--- config.mk ---
export PLATFORM = sky130hd
export DESIGN_NAME = irq_flag_unit
export DESIGN_NICKNAME = d
export VERILOG_FILES = /design/src/rtl/irq_flag_pkg.sv /design/src/rtl/irq_event_latch.sv /design/src/rtl/irq_summary.sv /design/src/rtl/irq_flag_unit.sv
export SDC_FILE = /design/constraint.sdc
export NUM_CORES = 1
export LEC_CHECK = 0
export BUFFER_PORTS_ARGS = -buffer_cell sky130_fd_sc_hd__buf_2
export CORE_AREA = 3 3 40 42
export CTS_CLUSTER_DIAMETER = 30
export DETAILED_ROUTE_END_ITERATION = 7
export DIE_AREA = 0 0 43 45
export HOLD_SLACK_MARGIN = 0.03
export SLEW_MARGIN = 10
export SYNTH_ARGS = -nofsm -noshare
export SYNTH_HDL_FRONTEND = slang
export SYNTH_HIERARCHICAL = 1
export SYNTH_SLANG_ARGS = --single-unit
--- constraint.sdc ---
create_clock -name clk -period 1.7 [get_ports clk]
set_clock_uncertainty 0.1 [all_clocks]
set_input_delay 0.085 -clock clk [delete_from_list [all_inputs] [get_ports clk]]
set_output_delay 0.085 -clock clk [all_outputs]
set_load 0.05 [all_outputs]
--- src/rtl/irq_flag_pkg.sv ---
// Package: irq_flag_pkg
// Shared layout constants for the interrupt flag register.
// Assumes three event sources that occupy consecutive bits above a zero field.
package irq_flag_pkg;
    localparam int REG_W    = 8;  // width of the status byte
    localparam int NUM_SRC  = 3;  // number of event sources
    localparam int FLAG_LSB = 4;  // bit of the lowest event flag
    localparam int SUM_BIT  = 7;  // bit of the summary request

    // Index of each source within the flag and enable vectors.
    typedef enum logic [1:0] {
        SRC_UPD = 2'd0,
        SRC_ALM = 2'd1,
        SRC_PER = 2'd2
    } src_idx_e;
endpackage

--- src/rtl/irq_event_latch.sv ---
// Module: irq_event_latch
// One sticky flag per event source. A flag sets on its event pulse.
// A read strobe clears all flags, but an event in the read cycle is kept.
// Assumes the event pulses and the read strobe are synchronous to clk.
module irq_event_latch #(
    parameter int N = 3
) (
    input  logic         clk,
    input  logic         rst_n,
    input  logic [N-1:0] evt_i,
    input  logic         rd_i,
    output logic [N-1:0] flag_o
);
    for (genvar i = 0; i < N; i++) begin : g_src
        // Purpose: hold flag i, clearing on read unless an event arrives.
        always_ff @(posedge clk) begin
            if (!rst_n)
                flag_o[i] <= 1'b0;
            else if (rd_i)
                flag_o[i] <= evt_i[i];
            else if (evt_i[i])
                flag_o[i] <= 1'b1;
        end

        // an event sets its flag regardless of any other input
        p_evt_sets_r3: assert property (@(posedge clk) disable iff (!rst_n)
            evt_i[i] |=> flag_o[i]);
        // a set flag survives a cycle with no read
        p_sticky_r4: assert property (@(posedge clk) disable iff (!rst_n)
            (flag_o[i] && !rd_i) |=> flag_o[i]);
        // a read with no event clears the flag
        p_rd_clears_r7: assert property (@(posedge clk) disable iff (!rst_n)
            (rd_i && !evt_i[i]) |=> !flag_o[i]);
        // an event during a read is kept
        p_rd_keeps_evt_r8: assert property (@(posedge clk) disable iff (!rst_n)
            (rd_i && evt_i[i]) |=> flag_o[i]);
    end

    // reset leaves every flag clear
    p_reset_clear_r1: assert property (@(posedge clk)
        !rst_n |=> (flag_o == '0));
endmodule

--- src/rtl/irq_summary.sv ---
// Module: irq_summary
// Combines the flags with their enables into one request bit.
// Assumes flag and enable vectors use the same source order.
module irq_summary #(
    parameter int N = 3
) (
    input  logic [N-1:0] flag_i,
    input  logic [N-1:0] en_i,
    output logic         req_o
);
    logic [N-1:0] armed;

    // Purpose: mark the sources whose flag is set and whose enable is on.
    always_comb begin
        armed = flag_i & en_i;
    end

    // Purpose: raise the request if any source is armed.
    always_comb begin
        req_o = |armed;
    end
endmodule

--- src/rtl/irq_flag_unit.sv ---
// Module: irq_flag_unit
// Interrupt flag and request register. It packs the sticky event flags and
// the summary request into a status byte and drives the interrupt line.
// Assumes one-cycle event pulses and a one-cycle read strobe, all on clk.
module irq_flag_unit
    import irq_flag_pkg::*;
(
    input  logic               clk,
    input  logic               rst_n,
    input  logic               evt_upd_i,
    input  logic               evt_alm_i,
    input  logic               evt_per_i,
    input  logic [NUM_SRC-1:0] int_en_i,
    input  logic               flag_rd_i,
    output logic [REG_W-1:0]   flag_q,
    output logic               irq_o
);
    localparam int FLAG_MSB = FLAG_LSB + NUM_SRC - 1;

    logic [NUM_SRC-1:0] evt_vec;
    logic [NUM_SRC-1:0] flags;
    logic               sum_req;

    // Purpose: gather the event pulses in source-index order.
    always_comb begin
        evt_vec          = '0;
        evt_vec[SRC_UPD] = evt_upd_i;
        evt_vec[SRC_ALM] = evt_alm_i;
        evt_vec[SRC_PER] = evt_per_i;
    end

    irq_event_latch #(.N(NUM_SRC)) u_latch (
        .clk    (clk),
        .rst_n  (rst_n),
        .evt_i  (evt_vec),
        .rd_i   (flag_rd_i),
        .flag_o (flags)
    );

    irq_summary #(.N(NUM_SRC)) u_sum (
        .flag_i (flags),
        .en_i   (int_en_i),
        .req_o  (sum_req)
    );

    // Purpose: place each field of the status byte at its bit position.
    for (genvar b = 0; b < REG_W; b++) begin : g_byte
        if (b == SUM_BIT) begin : g_sum
            assign flag_q[b] = sum_req;
        end else if (b >= FLAG_LSB && b <= FLAG_MSB) begin : g_flag
            assign flag_q[b] = flags[b - FLAG_LSB];
        end else begin : g_zero
            assign flag_q[b] = 1'b0;
        end
    end

    // Purpose: drive the request line from the summary bit.
    always_comb begin
        irq_o = flag_q[SUM_BIT];
    end

    // the low field of the byte is always zero
    always_comb begin
        p_low_zero_r9: assert (flag_q[FLAG_LSB-1:0] == '0);
    end
    // a request needs at least one flag with its enable set
    p_req_has_src_r5: assert property (@(posedge clk) disable iff (!rst_n)
        irq_o |-> ($countones(flags & int_en_i) > 0));
    // any enabled, set flag must raise the summary bit
    p_src_gives_req_r5: assert property (@(posedge clk) disable iff (!rst_n)
        ($countones(flags & int_en_i) > 0) |-> flag_q[SUM_BIT]);
    // the line matches the summary bit
    p_line_matches_r6: assert property (@(posedge clk) disable iff (!rst_n)
        irq_o == flag_q[SUM_BIT]);
endmodule

; Yosys cells after proc, flatten, opt, wreduce, memory -nomap -nowiden
; Cells that the tools add are included.
[totals]
wordCells = 14
ramBits = 0
memories = 0
latchBits = 0
inputBits = 9
mem_bits_ro = 0
ff_bits = 3
out_inout_bits = 9
[op_classes]
n_reduce_logical = 4
n_shift = 0
n_mul = 0
eq_ne = 0
div_mod_pow = 0
add_sub_neg = 0
n_bitwise = 1
n_mux = 6
magnitude_cmp = 0
[op_table]
columns = cell, n
row1 = $mux 1, 6
row2 = $reduce_bool 2->1, 3
row3 = $and 3x3->3, 1
row4 = $reduce_or 3->1, 1

; Depth between registers and ports, before layout
; Gate-level depths: netlist (run 1).
[logic_depth]
depth_word = 2
mapped_depth = 3
ltp_nobuf = 2

; Modules after synthesis
; The synthesis (run 1) kept the hierarchy.
[modules_own_cells]
columns = module, area_per_inst_um2, seq_area_each_um2, cells_per_inst, n_inst
row1 = irq_event_latch, 101.3, 60.1, 9, 1
row2 = irq_flag_unit, 41.3, 0.0, 6, 1
row3 = irq_summary, 13.8, 0.0, 2, 1

; Worst setup path after synthesis (run 1)
; Ideal clock, no wire load.
[synth_timing]
path_type = register to output
from = reg u_latch.flag_o[0]
to = out flag_q[7]
arrival_time_ns = 1.451
slack_ns = 0.064
path_stages_with_launch = 4
required_time_ns = 1.515
path_buffers = 1
cell_sequence = dfxtp_1 -> a222oi_1 -> inv_1 -> buf_4
[synth_via]
elab_chain_len = 2
[synth_rtl]
columns = element, line
row1 = from (decl), irq_event_latch.sv:12  ; output logic [N-1:0] flag_o
row2 = "from (signal, indexed assignment)", irq_event_latch.sv:20  ; flag_o[i] <= evt_i[i];
row3 = $and 3x3->3, irq_summary.sv:15  ; armed = flag_i & en_i;
row4 = $reduce_or 3->1, irq_summary.sv:20  ; req_o = |armed;
row5 = to (decl), irq_flag_unit.sv:15  ; output logic [REG_W-1:0] flag_q,
; Every way passes these cells.

; Worst setup path after layout (run 1)
[layout_timing]
from = in evt_alm_i
to = reg u_latch.flag_o[1]
[layout_via]
elab_chain_len = 1
elab_cells_between_ends = 2
cone_classes = 1 x mux / 1 x reduce/logical
[layout_rtl]
columns = element, line
row1 = from (decl), irq_flag_unit.sv:11  ; input logic evt_alm_i,
row2 = $mux 1 or $reduce_bool 2->1 (tied branches), n/a
; Parallel ways exist; a longest one is shown, timed or not.
; A chain may end at the register's enable or synchronous reset.

==> results of run 1 <==
logic make-up after synthesis:
group                  synth area share (%)
AO/OA/AOI/OAI                          20.8
buffers and inverters                  26.4
flip-flops                             38.4
other                                  2.40
AND/OR/NAND/NOR                        12.0
critical path: cells and delay by family:
| kind | cells | cell delay [ns] |
|---|---|---|
| compound gates | 1 | 0.17 |
| buf+inv | 3 | 1.21 |
layout by cell type (no fill, tap or decap):
cell type / count
nor2b_1: 3
a222oi_1: 1
clkbuf_1: 1
dfxtp_1: 3
dlygate4sd3_1: 6
conb_1: 4
clkbuf_4: 3
inv_1: 1
buf_2: 13
o21a_1: 3
layer usage:
metal  wire length [microns]  track usage [%]  vias to the layer above
met5                       0                0                        -
met2                     249             8.98                       12
met3                      65             1.59                        0
li1                        -                -                       89
met1                     124             3.35                       85
met4                       0             9.04                        0
final cells by class:
cell class	count	area [sq um]	area share [%]
inverter	1	3.75	1.25
timing repair buffer	19	125	41.7
sequential	3	60.1	20.0
multi-input combinational	11	66.3	22.1
tap	15	18.8	6.25
clock buffer	4	26.3	8.75
worst paths after layout:
kind	startpoint	to	slack, ns	cells after the start
hold / removal	int_en_i[1]	irq_o	0.53	4
setup / recovery	evt_alm_i	u_latch/flag_o[1]	0.26	4
setup reg to reg	u_latch/flag_o[1]	u_latch/flag_o[1]	0.35	3
hold reg to reg	u_latch/flag_o[1]	u_latch/flag_o[1]	1.05	3
power by group:
part	switching [W]	internal [W]	total (W)
clock	0.0000358	0.0000879	0.000124
combinational	0.0000654	0.0000291	0.0000944
sequential	0.00000285	0.0000755	0.0000784
per-stage QoR:
| step | instances | hold slack (ns) | setup slack [ns] |
|---|---|---|---|
| 2_1_floorplan | 20 | 0.103 | 0.0638 |
| 3_3_place_gp | 43 | 0.196 | 0.603 |
| 5_1_grt | 53 | 0.553 | 0.203 |
| 4_1_cts | 53 | 0.518 | 0.275 |
| 6_report | 53 | 0.528 | 0.255 |
| 3_5_place_dp | 43 | 0.203 | 0.563 |
==> flow_metrics.tcl, run 1 <==
set metrics [dict create \
    cts-htree-levels 1 \
    grt-ovfl-total 0 \
    synth_area_leaders "dfxtp_1 (38%), buf_4 (24%), o21a_1 (14%)" \
    clock_path_buffers 2 \
    first_pass_iters 4 \
    rows 13 \
    start_util_pct 12.2 \
    drive_above_1_share_pct 42.1 \
    fillers 153 \
    top_regs "u_latch/flag_o: 3 flops" \
    design_area_sq_um 300 \
    yosys-top-cells-count "buf_4 (5), dfxtp_1 (3), nor2b_1 (3), o21a_1 (3)" \
    grt_max_degree 4 \
    min_period_over_period_pct 85.0 \
    path_cells "dlygate4sd3_1 -> buf_2 -> o21a_1 -> dlygate4sd3_1" \
    async_reset_ff_share_pct 0 \
    rsz0062_at_grt "no" \
    numCtsBuffers 3 \
    crit_type "in2reg" \
    die-area_sq_mm 0.00194 \
    final-setup-viol-count 0 \
    setup_tns_ns 0 \
    syn-cell-area_sq_um 156 \
    ant_nets 0 \
    wirelength_microns 439 \
    layout.nets 48 \
    synth_top_area_share_pct 38.4 \
    critPathMaxStageDelay_ns 0.55 \
    max_freq_ghz 0.692 \
    io_pins 18 \
    ys_warn_count 6 \
    fin_crit_ns 1.44 \
    avgSynthCellArea_sq_um 9.20 \
    n_antenna_cell 0 \
    num_vias 186 \
    place_congestion 0.615 \
    synthCells 17 \
    grt_pass1_vias 192 \
    synth_most_common_cell "buf_4" \
    tritoncts "yes" \
    final_core_util_pct 23.4 \
    critical_path.slowest_cell "dlygate4sd3_1" \
    hold_viol 0 \
    yosysSeqAreaShare_pct 38.4 \
    synth_seq_cells 3 \
    startpoint_type "primary input" \
    antenna_found_initial 0 \
    crit_required_ns 1.71 \
    io_buffers 13 \
    hold_class "in2out" \
    placed_area_sq_um 214 \
    drcViolationCount 0 \
    yosysTopAreaCell "dfxtp_1" \
    ctsHoldBuffers 6 \
    cpMostUsedCell "dlygate4sd3_1" \
    grt_pass1_wl_microns 669 \
    clkSlewWorstSetupHoldPaths_ns 0.04 \
    largest_register_ffs 3 \
    cap_violations 0 \
    p_total_w 0.000297 \
    cp.arrival_ns 1.46 \
    p_per_area_mw_per_mm2 987 \
    grt.total_usage_pct 5.23 \
    synthDistinctLibCells 7 \
    cts.sinks 3 \
    top_register "u_latch/flag_o" \
    end_kind "flip-flop" \
    crit_fanout 1 \
    wl_per_cell_microns 8.28 \
    status "complete, no violations" \
    core-area_sq_mm 0.00128 \
    p_leak_nw 0.158 \
    peakVddDrop_mv 0.171 \
    synth_edf_count 0 \
    dr.first_iter.drc_count 1 \
    maxSlewViolCount 0 \
    clk_latency_ns 0.23 \
    area_growth_pct 92.0 \
    fp.dieW_microns 43 \
    post_cts_buffers 0 \
    vias_per_cell 3.51 \
    ys.flop_type "dfxtp_1" \
    die_h_microns 45 \
    cts_resized 0 \
    clockRootBuffer "clkbuf_4" \
]
No activity file was read; power rests on OpenSTA's default activity.
==> run 2, diff against run 1 <==
==> constraint.sdc (replaced) <==
create_clock -name clk -period 1.45 [get_ports clk]
set_clock_uncertainty 0.1 [all_clocks]
set_input_delay 0.0725 -clock clk [delete_from_list [all_inputs] [get_ports clk]]
set_output_delay 0.0725 -clock clk [all_outputs]
set_load 0.05 [all_outputs]
==> run 2 against run 1 <==
  * Clock power up 17%
  * Core utilization up 0.29 points
  * Combinational power up 18%
  * Non-clock buffer count unchanged
  * Die area unchanged
  * Critical path type unchanged
  * Highest routed layer unchanged
  * Register-to-register slack worse by 0.27 ns
  * Design area up 1.3%
  * Via count down 7.0%
  * Clock-buffer cell count unchanged
  * First-iteration DRC count up 100%
  * Sequential power up 19%
==> flow_metrics.tcl, run 2 (same netlist as run 1, synthesis figures left out) <==
set metrics [dict create \
    drive_above_1_share_pct 52.6 \
    grt_max_degree 4 \
    tritoncts "yes" \
    seqCellArea_sq_um 63.8 \
    final_cell_mix "buf_2 (13), dlygate4sd3_1 (6), conb_1 (4)" \
    fin_ws_ns 0.0102 \
    fp.dieW_microns 43 \
    die-area_sq_mm 0.00194 \
    max_freq_ghz 0.695 \
    cts-htree-levels 1 \
    io_pins 18 \
    antenna_found_initial 0 \
    p_per_area_mw_per_mm2 1150 \
    final_common_cell "buf_2" \
    core-area_sq_mm 0.00128 \
    top_regs "u_latch/flag_o: 3 flops" \
    final_core_util_pct 23.7 \
    clockRootBuffer "clkbuf_4" \
    fin_crit_ns 1.44 \
    cp.arrival_ns 1.45 \
    clk_latency_ns 0.23 \
    hold_viol 0 \
    startpoint_type "primary input" \
    ant_nets 0 \
    crit_type "in2reg" \
    grt_pass1_vias 184 \
    grt_pass1_wl_microns 676 \
    fillers 153 \
    grt.total_usage_pct 5.66 \
    final-setup-viol-count 0 \
    vias_per_cell 3.26 \
    crit_family "buffers and inverters" \
    io_buffers 13 \
    cap_violations 0 \
    place_congestion 0.673 \
    dr.first_iter.drc_count 2 \
    peakVddDrop_mv 0.215 \
    grt-ovfl-total 0 \
    post_cts_buffers 0 \
    place_ws_ns 0.339 \
    clock_path_buffers 2 \
    layout.nets 48 \
    multiInputGateArea_sq_um 66.3 \
    min_period_over_period_pct 99.3 \
    hold_class "in2reg" \
    rows 13 \
    p_total_w 0.000349 \
    r2r_slack_ns 0.08 \
    drcViolationCount 0 \
    rsz0062_at_grt "no" \
    first_pass_iters 4 \
    path_cells "dlygate4sd3_1 -> buf_2 -> o21a_1 -> dlygate4sd3_1" \
    cpMostUsedCell "dlygate4sd3_1" \
    setup_tns_ns 0 \
    maxSlewViolCount 0 \
    wl_per_cell_microns 8.66 \
    start_util_pct 12.2 \
    numCtsBuffers 3 \
    wirelength_microns 459 \
    top_register "u_latch/flag_o" \
    die_h_microns 45 \
    end_kind "flip-flop" \
    crit_required_ns 1.46 \
    cts.sinks 3 \
    critPathMaxStageDelay_ns 0.55 \
    largest_register_ffs 3 \
    crit_fanout 1 \
    num_vias 173 \
    area_growth_pct 94.4 \
    status "complete, no violations" \
    p_leak_nw 0.156 \
    crit_buf_inv 3 \
    clkSlewWorstSetupHoldPaths_ns 0.04 \
    hold_ws_ns 0.0848 \
    critical_path.slowest_cell "dlygate4sd3_1" \
    n_antenna_cell 0 \
]
[run 2: area by class of cell]
cell class,instances,share of cell area [%]
timing repair buffer,19,41.2
multi-input combinational,11,21.8
sequential,3,21.0
clock buffer,4,8.64
tap,15,6.17
inverter,1,1.23
[run 2: metal layers]
metal	part of all wire, %	track usage [%]	vias to the layer above
met5	0	0	-
met4	0	7.23	0
met3	19	3.98	0
met2	51	8.98	13
met1	30	3.86	72
li1	-	-	88
[run 2: final timing paths]
path | from | end | depth (start not counted)
setup / recovery | evt_upd_i | u_latch/flag_o[0] | 4
hold / removal | flag_rd_i | u_latch/flag_o[1] | 3
setup reg to reg | u_latch/flag_o[0] | u_latch/flag_o[0] | 3
hold reg to reg | u_latch/flag_o[1] | u_latch/flag_o[1] | 2
[run 2: timing repair]
action                                  in CTS  in global routing
endpoints found under the setup margin       0                  1
endpoints found under the hold margin        3                  1
resized for setup                            0                  0
hold buffers                                 6                  1
[run 2: worst min-delay path: cells and delay by family]
family | cells | cell delay (ns)
and+or+nand+nor | 1 | 0.05
AOI/OAI and AO/OA | 1 | 0.15
buffers and inverters | 1 | 0.10
[run 2: power by group]
part           internal [W]  switching, W
Combinational     0.0000340     0.0000770
Sequential        0.0000896    0.00000341
Clock              0.000103     0.0000421
Total              0.000227      0.000123
[run 2: per-stage QoR]
stage	instance area (sq um)	instances
4_1_cts	304	53
2_1_floorplan	171	20
6_report	304	53
5_1_grt	304	53
3_3_place_gp	218	43
3_5_place_dp	218	43
==> run 3, diff against run 2 <==
--- a/config.mk
+++ b/config.mk
@@ -11,7 +11,8 @@
 export DETAILED_ROUTE_END_ITERATION = 7
 export DIE_AREA = 0 0 43 45
 export HOLD_SLACK_MARGIN = 0.03
-export SLEW_MARGIN = 10
+export REMOVE_ABC_BUFFERS = 1
+export SLEW_MARGIN = 0
 export SYNTH_ARGS = -nofsm -noshare
 export SYNTH_HDL_FRONTEND = slang
 export SYNTH_HIERARCHICAL = 1
==> run 3 against run 2 <==
  * Sequential power is 1% lower
  * Register-to-register slack better by 0.02 ns
  * Sequential share of layout area is 0.99 points lower
  * Fmax is 2.0% higher
  * Critical path type unchanged
  * Largest power group unchanged
  * Core utilization is 0.29 points lower
==> flow_metrics.tcl, run 3 (same netlist as run 1, synthesis figures left out) <==
set metrics [dict create \
    status "complete, no violations" \
    crit_fanout 1 \
    n_antenna_cell 0 \
    drive_above_1_share_pct 42.1 \
    rows 13 \
    ctsHoldBuffers 6 \
    max_freq_ghz 0.709 \
    crit_type "in2reg" \
    core-area_sq_mm 0.00128 \
    design_area_sq_um 300 \
    grt.total_usage_pct 5.57 \
    top_regs "u_latch/flag_o: 3 flops" \
    highest_layer "met3" \
    min_period_over_period_pct 97.3 \
    clock_path_buffers 2 \
    die_h_microns 45 \
    startpoint_type "primary input" \
    hold_class "in2out" \
    die-area_sq_mm 0.00194 \
    tritoncts "yes" \
    fin_ws_ns 0.0390 \
    io_buffers 13 \
    path_cells "dlygate4sd3_1 -> buf_2 -> o21a_1 -> dlygate4sd3_1" \
    end_kind "flip-flop" \
    grt_max_degree 4 \
    cts.sinks 3 \
    io_pins 18 \
    place_congestion 0.556 \
    drcViolationCount 0 \
    fp.dieW_microns 43 \
    fillers 156 \
    final_common_cell "buf_2" \
    ant_nets 0 \
    place_ws_ns 0.358 \
    final_core_util_pct 23.4 \
    area_growth_pct 92.0 \
    hpwlAfterDp_microns 325 \
    dr.first_iter.drc_count 3 \
    vias_per_cell 3.47 \
    first_pass_iters 4 \
    placed_area_sq_um 214 \
    clk_latency_ns 0.24 \
    peakVddDrop_mv 0.396 \
    clkSlewWorstSetupHoldPaths_ns 0.04 \
    post_cts_buffers 0 \
    numCtsBuffers 3 \
    cts_resized 0 \
    num_vias 184 \
    largest_register_ffs 3 \
    final_cell_mix "buf_2 (13), dlygate4sd3_1 (6), conb_1 (4)" \
    critical_path.slowest_cell "dlygate4sd3_1" \
    wl_met3_microns 97 \
    cap_violations 0 \
    crit_required_ns 1.47 \
    wl_per_cell_microns 8.45 \
    layout.nets 48 \
    critPathMaxStageDelay_ns 0.54 \
    grt-ovfl-total 0 \
    hold_viol 0 \
    antenna_found_initial 0 \
    wl_met1_microns 174 \
    fin_crit_ns 1.41 \
    p_total_w 0.000354 \
    p_leak_nw 0.158 \
    start_util_pct 12.2 \
    grt_pass1_vias 184 \
    wirelength_microns 448 \
    p_per_area_mw_per_mm2 1180 \
    rsz0062_at_grt "no" \
    top_register "u_latch/flag_o" \
    maxSlewViolCount 0 \
    clockRootBuffer "clkbuf_4" \
    cts-htree-levels 1 \
    cp.arrival_ns 1.43 \
    cpMostUsedCell "dlygate4sd3_1" \
    grt_pass1_wl_microns 696 \
    wl_met2_microns 176 \
    final-setup-viol-count 0 \
]
## run 3: cell type report
| class | count | area [sq um] | share of cell area [%] |
|---|---|---|---|
| Multi-Input combinational cell | 11 | 66.3 | 22.1 |
| Clock buffer | 4 | 26.3 | 8.75 |
| Inverter | 1 | 3.75 | 1.25 |
| Tap cell | 15 | 18.8 | 6.25 |
| Sequential cell | 3 | 60.1 | 20.0 |
| Timing Repair Buffer | 19 | 125 | 41.7 |
## run 3: per-stage QoR
step                instances  setup TNS, ns  hold slack (ns)
finish                     53              0            0.486
detailed placement         43              0            0.187
CTS                        53              0            0.488
floorplan                  15         -0.316           0.0900
global placement           43              0            0.183
global route               53              0            0.524
## run 3: worst paths after layout
path / startpoint / endpoint / slack, ns / depth (start not counted)
setup / recovery: evt_per_i / u_latch/flag_o[2] / 0.04 / 4
hold / removal: int_en_i[1] / irq_o / 0.49 / 4
setup reg to reg: u_latch/flag_o[1] / u_latch/flag_o[1] / 0.10 / 3
hold reg to reg: u_latch/flag_o[2] / u_latch/flag_o[2] / 1.05 / 3
## run 3: layer usage
layer / up-vias / GRT usage (%)
met2: 15 / 7.49
met4: 0 / 1.81
met3: 0 / 7.57
li1: 89 / -
met1: 80 / 4.81
met5: - / 0
## run 3: where the power goes
group	internal (W)	leakage [nW]	switching, W	total (W)
Combinational	0.0000341	0.118	0.0000764	0.000111
Clock	0.000103	0.0150	0.0000484	0.000152
Sequential	0.0000885	0.0251	0.00000344	0.0000919
Total	0.000226	0.158	0.000128	0.000354
## run 3: worst max-delay path, delay by kind of cell
family | cells | cell delay [ns]
AO/OA/AOI/OAI | 1 | 0.17
buffers and inverters | 3 | 1.19
